**src/rtl/pin_event_pkg.sv**
```systemverilog
package pin_event_pkg;

  localparam int ADDR_PIN_EN = 0;
  localparam int ADDR_CTRL   = 1;
  localparam int ADDR_FLAGS  = 2;

  typedef struct packed {
    logic wrPinEn;
    logic wrCtrl;
    logic wrFlags;
  } regStrobe_t;

endpackage

```
**src/rtl/pin_event_datapath.sv**
```systemverilog
module pin_event_datapath
  import pin_event_pkg::*;
#(
  parameter int NUM_PINS = 16,
  parameter int NUM_EXT  = 3,
  parameter int DATA_W   = 16
) (
  input  logic                  clk,
  input  logic                  rstN,
  input  logic [NUM_PINS-1:0]   pinIn,
  input  logic [NUM_EXT-1:0]    extIn,
  input  regStrobe_t            strobe,
  input  logic [DATA_W-1:0]     wrData,
  output logic [NUM_PINS-1:0]   pinEnVal,
  output logic [2*NUM_EXT:0]    ctrlVal,
  output logic [NUM_EXT:0]      flagVal,
  output logic                  chgIrq,
  output logic [NUM_EXT-1:0]    extIrq
);

  localparam int CTRL_W = 2 * NUM_EXT + 1;

  logic [NUM_PINS-1:0] pinSync1, pinSync2, pinHist;
  logic [NUM_EXT-1:0]  extSync1, extSync2, extHist;
  logic [NUM_PINS-1:0] pinEn;
  logic                chgIe;
  logic [NUM_EXT-1:0]  extIe, extPol;
  logic                chgFlag;
  logic [NUM_EXT-1:0]  extFlag;
  logic                chgEvent, chgClr;
  logic [NUM_EXT-1:0]  extEvent, extClr;

  // Two synchronizing stages plus a history stage for edge detection
  always_ff @(posedge clk or negedge rstN) begin
    if (!rstN) begin
      pinSync1 <= '0;
      pinSync2 <= '0;
      pinHist  <= '0;
      extSync1 <= '0;
      extSync2 <= '0;
      extHist  <= '0;
    end else begin
      pinSync1 <= pinIn;
      pinSync2 <= pinSync1;
      pinHist  <= pinSync2;
      extSync1 <= extIn;
      extSync2 <= extSync1;
      extHist  <= extSync2;
    end
  end

  // Configuration registers
  always_ff @(posedge clk or negedge rstN) begin
    if (!rstN) begin
      pinEn  <= '0;
      chgIe  <= 1'b0;
      extIe  <= '0;
      extPol <= '0;
    end else begin
      if (strobe.wrPinEn) pinEn <= wrData[NUM_PINS-1:0];
      if (strobe.wrCtrl) begin
        chgIe  <= wrData[0];
        extIe  <= wrData[NUM_EXT:1];
        extPol <= wrData[CTRL_W-1:NUM_EXT+1];
      end
    end
  end

  // Any-direction change on a monitored pin
  assign chgEvent = |((pinSync2 ^ pinHist) & pinEn);

  // Per-input polarity-selected edge
  for (genvar g = 0; g < NUM_EXT; g++) begin : gExtEdge
    assign extEvent[g] = extPol[g] ? (extHist[g] & ~extSync2[g])
                                   : (extSync2[g] & ~extHist[g]);
  end

  assign chgClr = strobe.wrFlags & wrData[0];
  assign extClr = strobe.wrFlags ? wrData[NUM_EXT:1] : '0;

  // Sticky flags; a simultaneous event overrides the clear
  always_ff @(posedge clk or negedge rstN) begin
    if (!rstN) begin
      chgFlag <= 1'b0;
      extFlag <= '0;
    end else begin
      chgFlag <= chgEvent | (chgFlag & ~chgClr);
      extFlag <= extEvent | (extFlag & ~extClr);
    end
  end

  assign chgIrq   = chgFlag & chgIe;
  assign extIrq   = extFlag & extIe;
  assign pinEnVal = pinEn;
  assign ctrlVal  = {extPol, extIe, chgIe};
  assign flagVal  = {extFlag, chgFlag};

  assert_chg_sticky_R9: assert property (@(posedge clk) disable iff (!rstN)
    chgFlag && !chgClr |=> chgFlag);

  assert_chg_event_wins_R10: assert property (@(posedge clk) disable iff (!rstN)
    chgEvent |=> chgFlag);

  assert_chg_no_change_no_flag_R8: assert property (@(posedge clk) disable iff (!rstN)
    !chgFlag && ((pinSync2 ^ pinHist) == '0) |=> !chgFlag);

  for (genvar g = 0; g < NUM_EXT; g++) begin : gExtChk
    assert_ext_sticky_R9: assert property (@(posedge clk) disable iff (!rstN)
      extFlag[g] && !extClr[g] |=> extFlag[g]);

    assert_ext_event_wins_R10: assert property (@(posedge clk) disable iff (!rstN)
      extEvent[g] |=> extFlag[g]);

    assert_ext_steady_no_flag_R8: assert property (@(posedge clk) disable iff (!rstN)
      !extFlag[g] && (extSync2[g] == extHist[g]) |=> !extFlag[g]);
  end

endmodule

```
**src/rtl/pin_event_control.sv**
```systemverilog
module pin_event_control
  import pin_event_pkg::*;
#(
  parameter int NUM_PINS = 16,
  parameter int NUM_EXT  = 3,
  parameter int ADDR_W   = 2,
  parameter int DATA_W   = 16
) (
  input  logic                         clk,
  input  logic                         rstN,
  input  logic                         regWrEn,
  input  logic [ADDR_W-1:0]            regAddr,
  input  logic [NUM_PINS-1:0]          pinEnVal,
  input  logic [2*NUM_EXT:0]           ctrlVal,
  input  logic [NUM_EXT:0]             flagVal,
  input  logic                         chgIrq,
  input  logic [NUM_EXT-1:0]           extIrq,
  output regStrobe_t                   strobe,
  output logic [DATA_W-1:0]            regRdData,
  output logic                         irqValid,
  output logic [$clog2(NUM_EXT+1)-1:0] irqCode
);

  localparam int CODE_W = $clog2(NUM_EXT + 1);
  localparam int CTRL_W = 2 * NUM_EXT + 1;

  // Address decode into write strobes
  always_comb begin
    strobe         = '0;
    strobe.wrPinEn = regWrEn && (regAddr == ADDR_W'(ADDR_PIN_EN));
    strobe.wrCtrl  = regWrEn && (regAddr == ADDR_W'(ADDR_CTRL));
    strobe.wrFlags = regWrEn && (regAddr == ADDR_W'(ADDR_FLAGS));
  end

  // Read mux, zero-filled above each field
  always_comb begin
    regRdData = '0;
    if (regAddr == ADDR_W'(ADDR_PIN_EN))
      regRdData[NUM_PINS-1:0] = pinEnVal;
    else if (regAddr == ADDR_W'(ADDR_CTRL))
      regRdData[CTRL_W-1:0] = ctrlVal;
    else if (regAddr == ADDR_W'(ADDR_FLAGS))
      regRdData[NUM_EXT:0] = flagVal;
  end

  // Fixed priority: dedicated input 0 first, change request last
  always_comb begin
    irqValid = chgIrq;
    irqCode  = chgIrq ? CODE_W'(NUM_EXT) : '0;
    for (int i = NUM_EXT - 1; i >= 0; i--) begin
      if (extIrq[i]) begin
        irqValid = 1'b1;
        irqCode  = CODE_W'(i);
      end
    end
  end

  assert_idle_no_valid_R7: assert property (@(posedge clk) disable iff (!rstN)
    !chgIrq && (extIrq == '0) |-> !irqValid && (irqCode == '0));

  for (genvar g = 0; g < NUM_EXT; g++) begin : gPrioChk
    assert_priority_R7: assert property (@(posedge clk) disable iff (!rstN)
      irqValid && (int'(irqCode) > g) |-> !extIrq[g]);
  end

  assert_one_strobe_R11: assert property (@(posedge clk) disable iff (!rstN)
    $countones(strobe) <= 1);

endmodule

```
**src/rtl/pin_event_unit.sv**
```systemverilog
module pin_event_unit
  import pin_event_pkg::*;
#(
  parameter int NUM_PINS = 16,
  parameter int NUM_EXT  = 3,
  parameter int ADDR_W   = 2,
  parameter int DATA_W   = 16
) (
  input  logic                         clk,
  input  logic                         rstN,
  input  logic [NUM_PINS-1:0]          pinIn,
  input  logic [NUM_EXT-1:0]           extIn,
  input  logic                         regWrEn,
  input  logic [ADDR_W-1:0]            regAddr,
  input  logic [DATA_W-1:0]            regWrData,
  output logic [DATA_W-1:0]            regRdData,
  output logic                         chgIrq,
  output logic [NUM_EXT-1:0]           extIrq,
  output logic                         irqValid,
  output logic [$clog2(NUM_EXT+1)-1:0] irqCode
);

  regStrobe_t             strobe;
  logic [NUM_PINS-1:0]    pinEnVal;
  logic [2*NUM_EXT:0]     ctrlVal;
  logic [NUM_EXT:0]       flagVal;

  pin_event_datapath #(
    .NUM_PINS(NUM_PINS), .NUM_EXT(NUM_EXT), .DATA_W(DATA_W)
  ) uDatapath (
    .clk(clk), .rstN(rstN), .pinIn(pinIn), .extIn(extIn),
    .strobe(strobe), .wrData(regWrData),
    .pinEnVal(pinEnVal), .ctrlVal(ctrlVal), .flagVal(flagVal),
    .chgIrq(chgIrq), .extIrq(extIrq)
  );

  pin_event_control #(
    .NUM_PINS(NUM_PINS), .NUM_EXT(NUM_EXT), .ADDR_W(ADDR_W), .DATA_W(DATA_W)
  ) uControl (
    .clk(clk), .rstN(rstN), .regWrEn(regWrEn), .regAddr(regAddr),
    .pinEnVal(pinEnVal), .ctrlVal(ctrlVal), .flagVal(flagVal),
    .chgIrq(chgIrq), .extIrq(extIrq),
    .strobe(strobe), .regRdData(regRdData),
    .irqValid(irqValid), .irqCode(irqCode)
  );

endmodule

```
**config.mk**
```make
export PLATFORM = sky130hd
export DESIGN_NAME = pin_event_unit
export DESIGN_NICKNAME = d
export VERILOG_FILES = /design/src/rtl/pin_event_pkg.sv /design/src/rtl/pin_event_datapath.sv /design/src/rtl/pin_event_control.sv /design/src/rtl/pin_event_unit.sv
export SDC_FILE = /design/constraint.sdc
export NUM_CORES = 1
export LEC_CHECK = 0
export ABC_AREA = 1
export ABC_CLOCK_PERIOD_IN_PS = 1200
export BUFFER_PORTS_ARGS = -buffer_cell sky130_fd_sc_hd__buf_2
export CORE_MARGIN = 2
export CORE_UTILIZATION = 35
export DETAILED_ROUTE_END_ITERATION = 10
export GPL_TIMING_DRIVEN = 0
export PLACE_DENSITY = 0.65
export SETUP_SLACK_MARGIN = 0.05
export SLEW_MARGIN = 20
export SYNTH_ARGS = -nofsm -noshare
export SYNTH_HDL_FRONTEND = slang
export SYNTH_SLANG_ARGS = --single-unit
```
**constraint.sdc**
```tcl
create_clock -name clk -period 1.2 [get_ports clk]
set_input_delay 0.06 -clock clk [delete_from_list [all_inputs] [get_ports clk]]
set_output_delay 0.06 -clock clk [all_outputs]
set_load 0.05 [all_outputs]
```
==> results of run 1 <==
-- worst reg2reg max path: stages, from the launching register on --
cell and delay, ns:
dfrtp_1 0.41, buf_4 0.14, buf_4 0.13, nand3_2 0.06
nand3_1 0.07, nor2_1 0.11, nand3_1 0.07
-- stage by stage --
step           TNS [ns]  instance area (um2)  cells
2_1_floorplan    -0.324                 3180    297
3_3_place_gp     -48.48                 3620    467
3_5_place_dp      -2.12                 3650    468
4_1_cts          -0.805                 4540    538
5_1_grt           -1.39                 4710    550
6_report         -0.924                 4710    550
-- worst max path at each step --
stage	to	slack, ns
floorplan	irqCode[1]	-0.12
global placement	uDatapath.pinSync1[3]	-0.56
detailed placement	regRdData[15]	-0.29
CTS	irqCode[1]	-0.17
global route	irqCode[0]	-0.23
finish	irqCode[0]	-0.18
-- power breakdown --
group	switching, uW	internal, uW	total (uW)
combinational	997	801	1800
sequential	147	3060	3210
clock	1090	784	1870
total	2230	4650	6880
-- per-layer routing --
metal	up-vias	routed length, um	global-route usage [%]
met5	-	0	0
met2	50	3660	25.4
met3	12	199	2.70
li1	1207	-	-
met1	1139	2900	18.2
met4	0	129	6.74
-- what timing repair did --
item | 4_1_cts | 5_1_grt
setup buffers | 18 | 12
gates resized for setup | 75 | 25
endpoints found under the setup margin | 23 | 24
pin swaps | 15 | 20
endpoints found under the hold margin | 72 | 0
hold buffers | 36 | 0
-- Yosys cell counts --
library cell	count	share of area, %
dfrtp_1	84	67
nand2_1	66	7.9
inv_1	34	4.1
nor2_1	33	4.0
nand3_1	11	1.8
o21ai_1	10	1.6
a21oi_2	9	2.5
o21ai_0	9	1.4
nor2_2	8	1.6
o21ai_2	7	2.0
a21oi_1	6	0.96
nand2_2	6	1.2
buf_6	4	1.4
o211ai_1	3	0.72
inv_2	2	0.24
nor2_4	2	0.72
clkinv_1	1	0.12
nand4_1	1	0.20
nor3_1	1	0.16
-- logic make-up (layout without fill, tap and decap cells) --
logic type             after synthesis  after routing  synth area share, %
and+or+nand+nor                    128            128                 17.6
buffers and inverters               41            186                 5.89
AOI/OAI and AO/OA                   44             44                 9.22
DFF                                 84             84                 67.3
-- state kept, by name, summed over array words and instances (netlist names) --
signal              flops
uDatapath.chgFlag       1
uDatapath.chgIe         1
uDatapath.extFlag       3
uDatapath.extHist       3
uDatapath.extIe         3
uDatapath.extPol        3
uDatapath.extSync1      3
uDatapath.extSync2      3
uDatapath.pinEnVal     16
uDatapath.pinHist      16
uDatapath.pinSync1     16
uDatapath.pinSync2     16
-- layout make-up --
type                            count  area share [%]
Tap cell                          108            2.87
Buffer                              4           0.956
Multi-Input combinational cell    172            20.7
Inverter                           37            3.19
Timing Repair Buffer              129            23.8
Clock inverter                      7            1.22
Sequential cell                    84            44.6
Clock buffer                        9            2.63
==> impl_results.md, run 1 <==
- CP Buf/Inv Count: 2
- DRT iter0 DRCs: 106
- WP depth: 5
- Die area: 9690 um2
- Crit path largest cell delay: 0.40 ns
- Grt total ovfl: 0
- Worst Hold Path EP: uDatapath.extFlag[0]
- Height of the die: 98.4 um
- Post-synthesis cell area: 3120 um2
- Register area: 2100 um2
- Fill cells: 780
- Clk_skew: 0.00539 ns
- Hold Path Cell Cnt: 4
- CTS Sinks: 84
- Net Count, Synth: 337
- Minimum clock period: 1.38 ns
- #FFs+latches synth: 84
- Util after Layout: 54.3%
- Final period utilization: 115%
- Initial antenna violation count: 0
- Largest net degree at the start of global routing: 54
- Critical path's slowest cell: dfrtp_1
- Core area: 8680 um2
- FP Rows: 34
- Critical path required time: 1.14 ns
- Footprint of the multi-input gates: 977 um2
- Worst hold-check path type: input pin to flip-flop
- Vias in the first global route: 2449
- Fin. Hold Viols: 0
- Run status: finished with violations
- YS warnings: 0
- PD cells: 1460 nW/um2
- CP Max Fanout: 2
- Worst-Margin Slew: 0.418 ns
- Violated checks: negative setup slack
- First-pass GRT wire length: 11200 um
- Hold WS: 0.127 ns
- CTS tree: built
- Hold_sp: regWrEn
- Clock root cell: clkbuf_8
- Worst slew margin: 72.2%
- Synth Instances: 297
- Num CTS Buffers: 9
- Clock buffer depth: 2
- Worst-Skew Late Latency: 0.36 ns
- Pre-CTS setup slack: -0.287 ns
- DR DRC count: 0
- Top delay family on crit path: flip-flops
- Crit Path Class: flip-flop to output port
- Arr. time, crit path: 1.32 ns
- Vias/cell: 4.38
- Yosys cell types: 19
- RR Endpoint: uDatapath.chgFlag
- CP endpoint kind: output port
- Post-layout nets: 477
- FF-to-FF Start: uDatapath.pinEnVal[12]
- Max Cap Viol: 0
- GRT Resource Usage Total: 14.8%
- Routed vias: 2408
- Peak supply drop: 0.859 mV
- # diodes: 0
- Fin. max-slew vios: 0
- Syn Area/Cell: 10.5 um2
- CP Cell Sequence: nand2_2 > clkinvlp_4 > nand2_2 > a21oi_4 > buf_6
- Setup ws final: -0.178 ns
- FMAX: 0.726 GHz
- R2R cell count: 6
- Detail Route Antenna Nets: 0
- Port bufs: 62
- Io pins: 63
- Routability Congestion: 0.831
- Drt wl/cell: 12.5 um
- CP startpoint kind: flip-flop
- Share of cells above drive strength 1: 44.1%
- Initial Util: 36.0%
- CP dominant cell by count: nand2_2
- RSZ-0062 raised after global routing: true
- Layout area overhead: 50.9%
- Reg2reg setup slack: 0.12 ns
- Routed WL: 6890 um
- Register area share after synthesis: 67.3%
- Die X: 98.4 um
- Commonest non-fill, non-tap cell in the layout: dfrtp_1
- Post-DP HPWL: 4310 um
- Final Power: 6880 uW
- H-Tree Level Count: 3
- Clk slew on worst S/H paths: 0.09 ns
- # setup viols final: 9
- Most frequent cells in the layout: dfrtp_1, nand2_1, buf_2
- P_leak: 0.00229 uW
- TritonRoute pass-1 iters: 4
- Crit. Startpoint: uDatapath.chgFlag
Power figures use the tool's default switching activity.
==> run 2: changes to the inputs <==
TNS_END_PERCENT = 50   (was not set)
==> run 2 against run 1 <==
Net effect:
- the run still ends with negative setup slack left
- largest power group unchanged
- non-clock buffer count decreased by 19
- clock skew rose by 0.0014 ns
- clock-buffer cell count is 3 higher
- highest routed layer unchanged
- first-iteration DRC count fell by 7.5%
- maximum frequency increased by 0.56%
- via count shrank 0.87%
- routed wire length fell by 1.7%
==> impl_results.md, run 2 (synthesis gave the netlist of run 1 again) <==
- DP Cell Count: 468 (unchanged)
- Worst slew margin: 73.7% (+1.5 points)
- CTS Sinks: 84 (unchanged)
- CP Buf/Inv Count: 2 (unchanged)
- H-Tree Level Count: 3 (unchanged)
- Vias/cell: 4.50 (+2.7%)
- PD cells: 1440 nW/um2 (-1.4%)
- Core area: 8680 um2 (unchanged)
- Clk slew on worst S/H paths: 0.08 ns (about the same)
- Minimum clock period: 1.37 ns (-0.00762 ns)
- CP startpoint kind: flip-flop
- First-pass GRT wire length: 11300 um (+0.93%)
- RSZ-0062 raised after global routing: true
- NetSw: 2040 uW (-8.6%)
- Die area: 9690 um2 (unchanged)
- CP Max Fanout: 2 (unchanged)
- Routed vias: 2387 (-0.87%)
- Commonest non-fill, non-tap cell in the layout: dfrtp_1
- Height of the die: 98.4 um (unchanged)
- Hold_sp: regWrData[3]
- Routability Congestion: 0.795 (-4.4%)
- # diodes: 0 (unchanged)
- Post-DP HPWL: 4340 um (+0.68%)
- Crit path largest cell delay: 0.42 ns (+0.02 ns)
- Met2 Usage GRT: 25.1% (-0.37 points)
- Grt total ovfl: 0 (unchanged)
- FF-to-FF Start: uDatapath.pinEnVal[6]
- Non-filler cells, final: 531 (-3.5%)
- DR DRC count: 0 (unchanged)
- Routed WL: 6770 um (-1.7%)
- CTS tree: built
- Detail Route Antenna Nets: 0 (unchanged)
- Final Power: 6530 uW (-5.1%)
- Initial Util: 36.0% (unchanged)
- Worst-Skew Late Latency: 0.34 ns (-0.02 ns)
- Die X: 98.4 um (unchanged)
- CP endpoint kind: output port
- Total negative setup slack: -0.734 ns (+0.189 ns)
- CP Cell Sequence: nand2_2 > clkinvlp_4 > nand2_2 > a21oi_4 > buf_6
- # setup viols final: 8 (-1)
- Largest net degree at the start of global routing: 56 (+3.7%)
- Met1 Track Usage GR: 18.4% (+0.25 points)
- Crit. Startpoint: uDatapath.chgFlag
- Num CTS Buffers: 9 (unchanged)
- Clock buffer depth: 2 (unchanged)
- Net Sw Frac: 31.2% (-1.2 points)
- Final period utilization: 114% (-0.64 points)
- Port bufs: 62 (unchanged)
- Met3 Usage GRT: 3.40% (+0.71 points)
- Clock root cell: clkbuf_8
- Share of cells above drive strength 1: 40.4% (-3.7 points)
- Clock Power Share: 25.7% (-1.5 points)
- Io pins: 63 (unchanged)
- Clk_skew: 0.00682 ns (+0.00143 ns)
- Drt wl/cell: 12.8 um (+1.8%)
- Run status: finished with violations
- Critical path's slowest cell: dfrtp_1
- Post-layout nets: 458 (-4.0%)
- Crit Path Class: flip-flop to output port
- Initial antenna violation count: 0 (unchanged)
- Most frequent cells in the layout: dfrtp_1, nand2_1, buf_2
- FP Rows: 34 (unchanged)
- DRT iter0 DRCs: 98 (-7.5%)
- Worst hold-check path type: input pin to flip-flop
- Vias in the first global route: 2498 (+2.0%)
- GRT Resource Usage Total: 14.9% (+0.067 points)
- Arr. time, crit path: 1.31 ns (about the same)
- Critical path required time: 1.14 ns (about the same)
- Layout area overhead: 45.2%
- Reg power frac: 49.2% (+2.5 points)
- Peak supply drop: 0.767 mV (-11%)
- Util after Layout: 52.2% (-2.0 points)
- P_leak: 0.00218 uW (-4.9%)
- Top delay family on crit path: flip-flops
- Fin. Hold Viols: 0 (unchanged)
- Max Cap Viol: 0 (unchanged)
- FMAX: 0.730 GHz (+0.56%)
- CP dominant cell by count: nand2_2
- Worst-Margin Slew: 0.395 ns (-0.0230 ns)
- Gate power share: 25.0% (-1.1 points)
- Fin. max-slew vios: 0 (unchanged)
- Violated checks: negative setup slack
- Pint: 4490 uW (-3.4%)
- GR peak layer: met2
- TritonRoute pass-1 iters: 4 (unchanged)
- Setup ws final: -0.171 ns (+0.00762 ns)
==> run 2: cell types whose count changed in the layout (fill, tap and decap cells not counted), moves of 3 or more <==
| cell | change |
|---|---|
| buf_6 | -4 |
| inv_1 | +4 |
| clkbuf_1 | +3 |
| inv_6 | -4 |
| inv_2 | -5 |
| buf_4 | -13 |
==> run 2: power by group through the flow <==
| stage | Clock, uW | Sequential [uW] | Combinational (uW) |
|---|---|---|---|
| 3_5_place_dp | 0 | 3260 | 1200 |
| 4_1_cts | 1750 | 3210 | 1480 |
| 3_3_place_gp | 0 | 3250 | 1160 |
| 5_1_grt | 1870 | 3240 | 1780 |
| 6_report | 1680 | 3210 | 1630 |
| 2_1_floorplan | 0 | 3220 | 868 |
==> run 2: per-layer routing <==
metal,wire [um],part of all wire [%],vias up
met5,0,0,-
met4,153,2.3,0
met3,286,4.2,13
met2,3420,51,59
met1,2910,43,1139
li1,-,-,1176
==> run 2: final timing paths <==
check | to | slack (ns) | depth (start not counted)
max | irqCode[0] | -0.17 | 5
min | uDatapath.extIe[2] | 0.02 | 3
max reg2reg | uDatapath.chgFlag | 0.16 | 7
min reg2reg | uDatapath.pinSync2[2] | 0.35 | 0
max in group asynchronous | uDatapath.pinEnVal[0] | 0.44 | 3
min in group asynchronous | uDatapath.pinSync1[5] | 0.18 | 2
==> run 2: what timing repair did <==
item,in CTS,in global routing
gates cloned,0,0
setup endpoints to repair,23,24
resized for setup,55,45
hold buffers,34,0
pin swaps,12,10
setup buffers,7,6
endpoints found under the hold margin,64,0
==> run 2: tightest hold or removal path, delay by kind of cell <==
kind	cells	cell delay [ns]
compound gates	1	0.13
buf+inv	2	0.14
==> run 2: metrics by stage <==
step,setup slack (ns),cell area (um2),hold slack [ns]
after global placement,-0.550,3610,0.168
after floorplan,-0.117,3170,-0.236
after global routing,-0.251,4530,0.0166
after CTS,-0.159,4350,0.00137
final,-0.171,4530,0.0181
after detailed placement,-0.203,3640,0.0115
==> run 2: cell type report <==
cell class              instances  area (um2)
fillers                       783        4150
clock inverters                 4        26.3
flip-flops and latches         84        2100
repair buffers                110         956
clock buffers                  12         135
multi-input cells             172         980
well taps                     108         135
plain buffers                   4        45.0
inverters                      37         153
